[config.mk]
export PLATFORM = sky130hd
export DESIGN_NAME = sport_ctl_reg
export DESIGN_NICKNAME = d
export VERILOG_FILES = /design/src/rtl/sport_pkg.sv /design/src/rtl/sport_wr_qual.sv /design/src/rtl/sport_gpio_fx.sv /design/src/rtl/sport_rdmux.sv /design/src/rtl/sport_ctl_reg.sv
export SDC_FILE = /design/constraint.sdc
export NUM_CORES = 1
export LEC_CHECK = 0
export BUFFER_PORTS_ARGS = -buffer_cell sky130_fd_sc_hd__buf_2
export CORE_MARGIN = 10
export CORE_UTILIZATION = 36
export CTS_CLUSTER_DIAMETER = 60
export DETAILED_ROUTE_END_ITERATION = 8
export GPL_ROUTABILITY_DRIVEN = 1
export HOLD_SLACK_MARGIN = 0.1
export PLACE_DENSITY = 0.77
export SKIP_LAST_GASP = 1
export SYNTH_ARGS = -nofsm -noshare
export SYNTH_HDL_FRONTEND = slang
export SYNTH_HIERARCHICAL = 1
export SYNTH_SLANG_ARGS = --single-unit
[constraint.sdc]
create_clock -name clk -period 1.25 [get_ports clk]
set_input_delay 0.25 -clock clk [delete_from_list [all_inputs] [get_ports clk]]
set_output_delay 0.25 -clock clk [all_outputs]
set_load 0.05 [all_outputs]
[src/rtl/sport_pkg.sv]
package sport_pkg;
    localparam int DW      = 16;
    localparam int MEN_BIT = 15;
    localparam int S2_BIT  = 3;
    localparam int CK_BIT  = 2;
    localparam int FMT_W   = 2;
    localparam int NPIN    = 3;

    typedef struct packed {
        logic             men;
        logic             s2en;
        logic             cken;
        logic [FMT_W-1:0] fmt;
        logic [NPIN-1:0]  gset;
        logic [NPIN-1:0]  gclr;
    } sport_st_t;
endpackage

[src/rtl/sport_wr_qual.sv]
module sport_wr_qual
    import sport_pkg::*;
#(
    parameter int                ADDR_W    = 7,
    parameter logic [ADDR_W-1:0] REG_INDEX = 7'h6A
) (
    input  logic              reg_wr,
    input  logic [ADDR_W-1:0] reg_addr,
    input  logic [DW-1:0]     wdata,
    input  logic              pwrdn,
    input  logic              men_q,
    input  logic              s2en_q,
    input  logic              cken_q,
    input  logic [FMT_W-1:0]  fmt_q,
    output logic              men_d,
    output logic              s2en_d,
    output logic              cken_d,
    output logic [FMT_W-1:0]  fmt_d
);
    logic hit;

    always_comb begin
        hit    = reg_wr && (reg_addr == REG_INDEX);
        men_d  = men_q;
        s2en_d = s2en_q & men_q;
        cken_d = cken_q & men_q & ~pwrdn;
        fmt_d  = fmt_q;
        if (hit) begin
            men_d  = wdata[MEN_BIT];
            s2en_d = wdata[S2_BIT] & men_d;
            cken_d = wdata[CK_BIT] & men_d & ~pwrdn;
            fmt_d  = wdata[FMT_W-1:0];
        end
    end
endmodule

[src/rtl/sport_gpio_fx.sv]
module sport_gpio_fx #(
    parameter int NPIN = 3
) (
    input  logic [NPIN-1:0] own_q,
    input  logic [NPIN-1:0] own_d,
    output logic [NPIN-1:0] cfg,
    output logic [NPIN-1:0] set_d,
    output logic [NPIN-1:0] clr_d
);
    for (genvar i = 0; i < NPIN; i++) begin : g_pin
        assign cfg[i]   = ~own_q[i];
        assign set_d[i] = own_q[i] & ~own_d[i];
        assign clr_d[i] = ~own_q[i] & own_d[i];
    end
endmodule

[src/rtl/sport_rdmux.sv]
module sport_rdmux
    import sport_pkg::*;
#(
    parameter int                ADDR_W    = 7,
    parameter logic [ADDR_W-1:0] REG_INDEX = 7'h6A
) (
    input  logic [ADDR_W-1:0] reg_addr,
    input  logic              pwrdn,
    input  logic              men_q,
    input  logic              s2en_q,
    input  logic              cken_q,
    input  logic [FMT_W-1:0]  fmt_q,
    output logic [DW-1:0]     rdata
);
    always_comb begin
        rdata = '0;
        if (reg_addr == REG_INDEX) begin
            rdata[MEN_BIT]     = men_q;
            rdata[S2_BIT]      = s2en_q;
            rdata[CK_BIT]      = cken_q & men_q & ~pwrdn;
            rdata[FMT_W-1:0]   = fmt_q;
        end
    end
endmodule

[src/rtl/sport_ctl_reg.sv]
module sport_ctl_reg
    import sport_pkg::*;
#(
    parameter int                ADDR_W    = 7,
    parameter logic [ADDR_W-1:0] REG_INDEX = 7'h6A
) (
    input  logic              clk,
    input  logic              rst_n,
    input  logic              reg_wr,
    input  logic [ADDR_W-1:0] reg_addr,
    input  logic [DW-1:0]     reg_wdata,
    output logic [DW-1:0]     reg_rdata,
    input  logic              pwrdn,
    output logic              ser_en,
    output logic              ser2_en,
    output logic              sclk_en,
    output logic [FMT_W-1:0]  data_fmt,
    output logic [NPIN-1:0]   gpio_cfg,
    output logic [NPIN-1:0]   gcfg_set,
    output logic [NPIN-1:0]   gcfg_clr
);
    sport_st_t        st_d, st_q;
    logic             men_n, s2en_n, cken_n;
    logic [FMT_W-1:0] fmt_n;
    logic [NPIN-1:0]  own_q, own_d, set_n, clr_n;

    sport_wr_qual #(.ADDR_W(ADDR_W), .REG_INDEX(REG_INDEX)) u_qual (
        .reg_wr (reg_wr),    .reg_addr(reg_addr), .wdata (reg_wdata),
        .pwrdn  (pwrdn),     .men_q   (st_q.men), .s2en_q(st_q.s2en),
        .cken_q (st_q.cken), .fmt_q   (st_q.fmt), .men_d (men_n),
        .s2en_d (s2en_n),    .cken_d  (cken_n),   .fmt_d (fmt_n)
    );

    // pin 0 and pin 1 follow the master enable, pin 4 the second output
    assign own_q = {st_q.s2en, st_q.men, st_q.men};
    assign own_d = {s2en_n, men_n, men_n};

    sport_gpio_fx #(.NPIN(NPIN)) u_gpio (
        .own_q(own_q), .own_d(own_d), .cfg(gpio_cfg),
        .set_d(set_n), .clr_d(clr_n)
    );

    sport_rdmux #(.ADDR_W(ADDR_W), .REG_INDEX(REG_INDEX)) u_rd (
        .reg_addr(reg_addr), .pwrdn(pwrdn), .men_q(st_q.men),
        .s2en_q(st_q.s2en), .cken_q(st_q.cken), .fmt_q(st_q.fmt),
        .rdata(reg_rdata)
    );

    always_comb begin
        st_d      = st_q;
        st_d.men  = men_n;
        st_d.s2en = s2en_n;
        st_d.cken = cken_n;
        st_d.fmt  = fmt_n;
        st_d.gset = set_n;
        st_d.gclr = clr_n;
    end

    always_ff @(posedge clk or negedge rst_n) begin
        if (!rst_n) st_q <= '0;
        else        st_q <= st_d;
    end

    assign ser_en   = st_q.men;
    assign ser2_en  = st_q.s2en;
    assign sclk_en  = st_q.cken;
    assign data_fmt = st_q.fmt;
    assign gcfg_set = st_q.gset;
    assign gcfg_clr = st_q.gclr;

    // ---------------- assertions ----------------
    logic wr_hit, wr_rsvd;
    assign wr_hit  = reg_wr && (reg_addr == REG_INDEX);
    assign wr_rsvd = |reg_wdata[MEN_BIT-1:S2_BIT+1];

    assert_rsvd_reads_zero_R2: assert property (@(posedge clk) disable iff (!rst_n)
        (wr_hit && wr_rsvd) |=> (reg_rdata[MEN_BIT-1:S2_BIT+1] == '0));

    assert_s2_needs_master_R3: assert property (@(posedge clk) disable iff (!rst_n)
        ser2_en |-> ser_en);

    assert_clk_rise_qualified_R4: assert property (@(posedge clk) disable iff (!rst_n)
        $rose(sclk_en) |-> (ser_en && !$past(pwrdn)));

    assert_clk_needs_master_R5: assert property (@(posedge clk) disable iff (!rst_n)
        sclk_en |-> ser_en);

    assert_pwrdn_clears_clk_R6: assert property (@(posedge clk) disable iff (!rst_n)
        (pwrdn && sclk_en) |=> !sclk_en);

    assert_rd_mask_R7: assert property (@(posedge clk) disable iff (!rst_n)
        (pwrdn || !ser_en) |-> !reg_rdata[CK_BIT]);

    assert_master_rise_pulse_R8: assert property (@(posedge clk) disable iff (!rst_n)
        $rose(ser_en) |-> (gcfg_clr[1:0] == 2'b11));

    assert_no_set_clr_overlap_R9: assert property (@(posedge clk) disable iff (!rst_n)
        (gcfg_set & gcfg_clr) == '0);

    assert_other_index_ignored_R10: assert property (@(posedge clk) disable iff (!rst_n)
        !wr_hit |=> ($stable(ser_en) && $stable(data_fmt)));
endmodule

==> impl_metrics.csv <==
group,metric,value,unit
critical_path,crit_arrival,1.20,ns
critical_path,max_stage_delay,0.38,ns
power,ir_worst_vdd,0.000470,V
yosys,synth_top_family_by_area,"simple AND/OR/NAND/NOR gates",
yosys,synthCells,56,
clocking,clk_path_buf_depth,2,
final_layout,drive_gt1_frac,0.620,
route,wirelength,1.69,mm
yosys,syn_area,627,um^2
route,drt_iter0_markers,6,
final_layout,areaGrowthSynthToFinish,54.7,%
yosys,synth_adder_area_share,0,
global_routing,grt_max_degree,12,
sta,setup_tns,-1.01,ns
route,ant_nets,0,
power,power_leakage,0.544,nW
die,fp.dieW,61.7,um
final_layout,ff_latch_area,279,um^2
yosys,ys_ff_latch,11,
die,pin_count,57,
clocking,htreeDepth,1,
global_routing,grt_pass1_wl,2.44,mm
run_status,violations,"negative setup slack",
final_layout,final_area,970,um^2
yosys,ys.warnings.count,6,
sta,fin_crit_sh,1.16,
die,coreArea,1690,um^2
yosys,synthXorXnorAreaFrac,0,
route,avgViaCountPerCell,4.44,
sta,min_period,1.45,ns
route,first_pass_iters,4,
yosys,synth_edf_count,0,
clocking,cts_tree,"built",
sta,finalWorstSetupSlack,-0.198,ns
critical_path,required,1.00,ns
clocking,numCtsBuffers,3,
yosys,yosysSeqAreaShare,0.439,
sta,rsz0062_at_grt,"true",
die,die_area,3810,um^2
global_routing,grt-ovfl-total,0,
yosys,yosysUniqueCellTypes,17,
yosys,synthTopCellsByArea,"dfrtp_1, buf_4, mux2_4",
place,dp_hpwl,1.40,mm
place,placement.io_buffers,34,
place,dpl-instance-area,847,um^2
critical_path,crit_chain,"nand2_2 > nor4_4 > buf_6",
clocking,cts-root-buf,"clkbuf_4",
yosys,synth_compound_area_frac,0,
final_layout,nets,128,
die,start_util,0.371,
route,vias,520,
sta,whs,0.222,ns
sta,final_hold_viol_count,0,
power,power_density,946,nW/um^2
place,place_congestion,0.870,
route,drc,0,
final_layout,multiInputGateArea,319,um^2
critical_path,path_buf_inv,1,
global_routing,grt_use_total,0.0860,
yosys,synth-async-reset-ratio,1.00,
critical_path,slowest_stage,"dfrtp_2",
yosys,yosys.area.top_type,"dfrtp_1",
sta,skew,0.00688,ns
global_routing,grt_pass1_vias,563,
critical_path,crit_type,"register to output pin",
clocking,cts.sinks,11,
yosys,yosys.area.top_type_share,0.439,
hold_path,holdCritPathClass,"input pin to register",
global_routing,antenna_found_initial,0,
critical_path,cp_max_fo,3,
critical_path,worstSetupEndpointType,"output pin",
clocking,clkLatencyLatePin,0.26,ns
die,die_h,61.7,um
yosys,synth_mux_area_frac,0.104,
final_layout,fillers,137,
run,maxCapViolations,0,
yosys,synthSimpleGateAreaFrac,0.277,
die,fp-row-count,15,
yosys,synthTopCellsByCount,"buf_4, dfrtp_1, inv_1, nor3_1",
final_layout,antenna_cells,0,
clocking,clk_pin_slew_worst_paths,0.07,ns
sta,slew_viol_final,0,
sta,fmax,691,MHz
route,wl_per_cell,14.4,um
sta,finalSetupViolCount,8,
yosys,avgSynthCellArea,11.2,um^2
critical_path,critPathTopFamily,"flip-flops",
run_status,status,"finished, violations left",
yosys,synth_ff_type,"dfrtp_1",
critical_path,crit_path_start_kind,"register",
-- flip-flops by register name (all words and copies together) (netlist names) --
name	flops
gcfg_set	3
sclk_en	1
ser_en	1
data_fmt	2
gcfg_clr	3
ser2_en	1
-- metrics by stage --
stage	power [mW]	worst slack [ns]	utilization	cells
6_report	0.917	-0.198	0.574	117
5_1_grt	0.976	-0.257	0.574	117
4_1_cts	0.922	-0.213	0.560	116
3_5_place_dp	0.675	-0.331	0.501	111
3_3_place_gp	0.671	-0.311	0.501	111
2_1_floorplan	0.625	-0.447	-	66
-- layout make-up --
class                           count  area share
Tap cell                           17      0.0219
Clock inverter                      1     0.00516
Sequential cell                    11       0.288
Clock buffer                        3      0.0232
Multi-Input combinational cell     37       0.329
Inverter                            7      0.0271
Timing Repair Buffer               41       0.306
-- power by group --
| part | total, mW | internal, mW | switching [mW] |
|---|---|---|---|
| clock | 0.228 | 0.118 | 0.110 |
| sequential | 0.384 | 0.375 | 0.00908 |
| combinational | 0.306 | 0.0840 | 0.222 |
| total | 0.917 | 0.577 | 0.341 |
-- cell families (layout without fill, tap and decap cells) --
family	after synthesis	count (layout)
buffers and inverters	18	52
muxes	5	5
and+or+nand+nor	21	21
other	1	11
DFF	11	11
-- placed cells by master, fill, tap and decap left out, drive strengths merged --
cell,count
nand2,3
buf,39
nand3b,2
dlygate4sd3,1
nor4,1
mux2,3
clkinv,1
nor3,4
inv,7
and4bb,1
nor2b,3
or3b,1
dfrtp,11
nand4b,1
conb,11
clkbuf,4
mux2i,2
nand4,1
and2b,4
-- timing repair --
action | in CTS | in global routing
hold buffers | 1 | 0
pin swaps | 3 | 1
buffers inserted | 0 | 1
gates cloned | 0 | 0
setup endpoints to repair | 10 | 12
resized for setup | 20 | 4
endpoints found under the hold margin | 11 | 0
-- final timing paths --
check                             start            to  slack (ns)  cells after the start
setup / recovery                 ser_en  reg_rdata[2]       -0.20                      3
hold / removal             reg_wdata[1]   data_fmt[1]        0.22                      2
setup reg to reg                 ser_en   gcfg_set[2]        0.09                      4
hold reg to reg                 ser2_en   gcfg_clr[2]        0.51                      1
max in group asynchronous         rst_n        ser_en        0.65                      2
min in group asynchronous         rst_n   gcfg_clr[0]        0.39                      2
-- routing by layer --
metal,vias to the layer above,part of all wire,global-route usage
met5,-,0,0
met4,0,0,0.0573
met2,25,0.57,0.148
li1,248,-,-
met3,0,0.11,0.0325
met1,247,0.32,0.0843
Note: power is estimated with default switching activity, not from simulation.
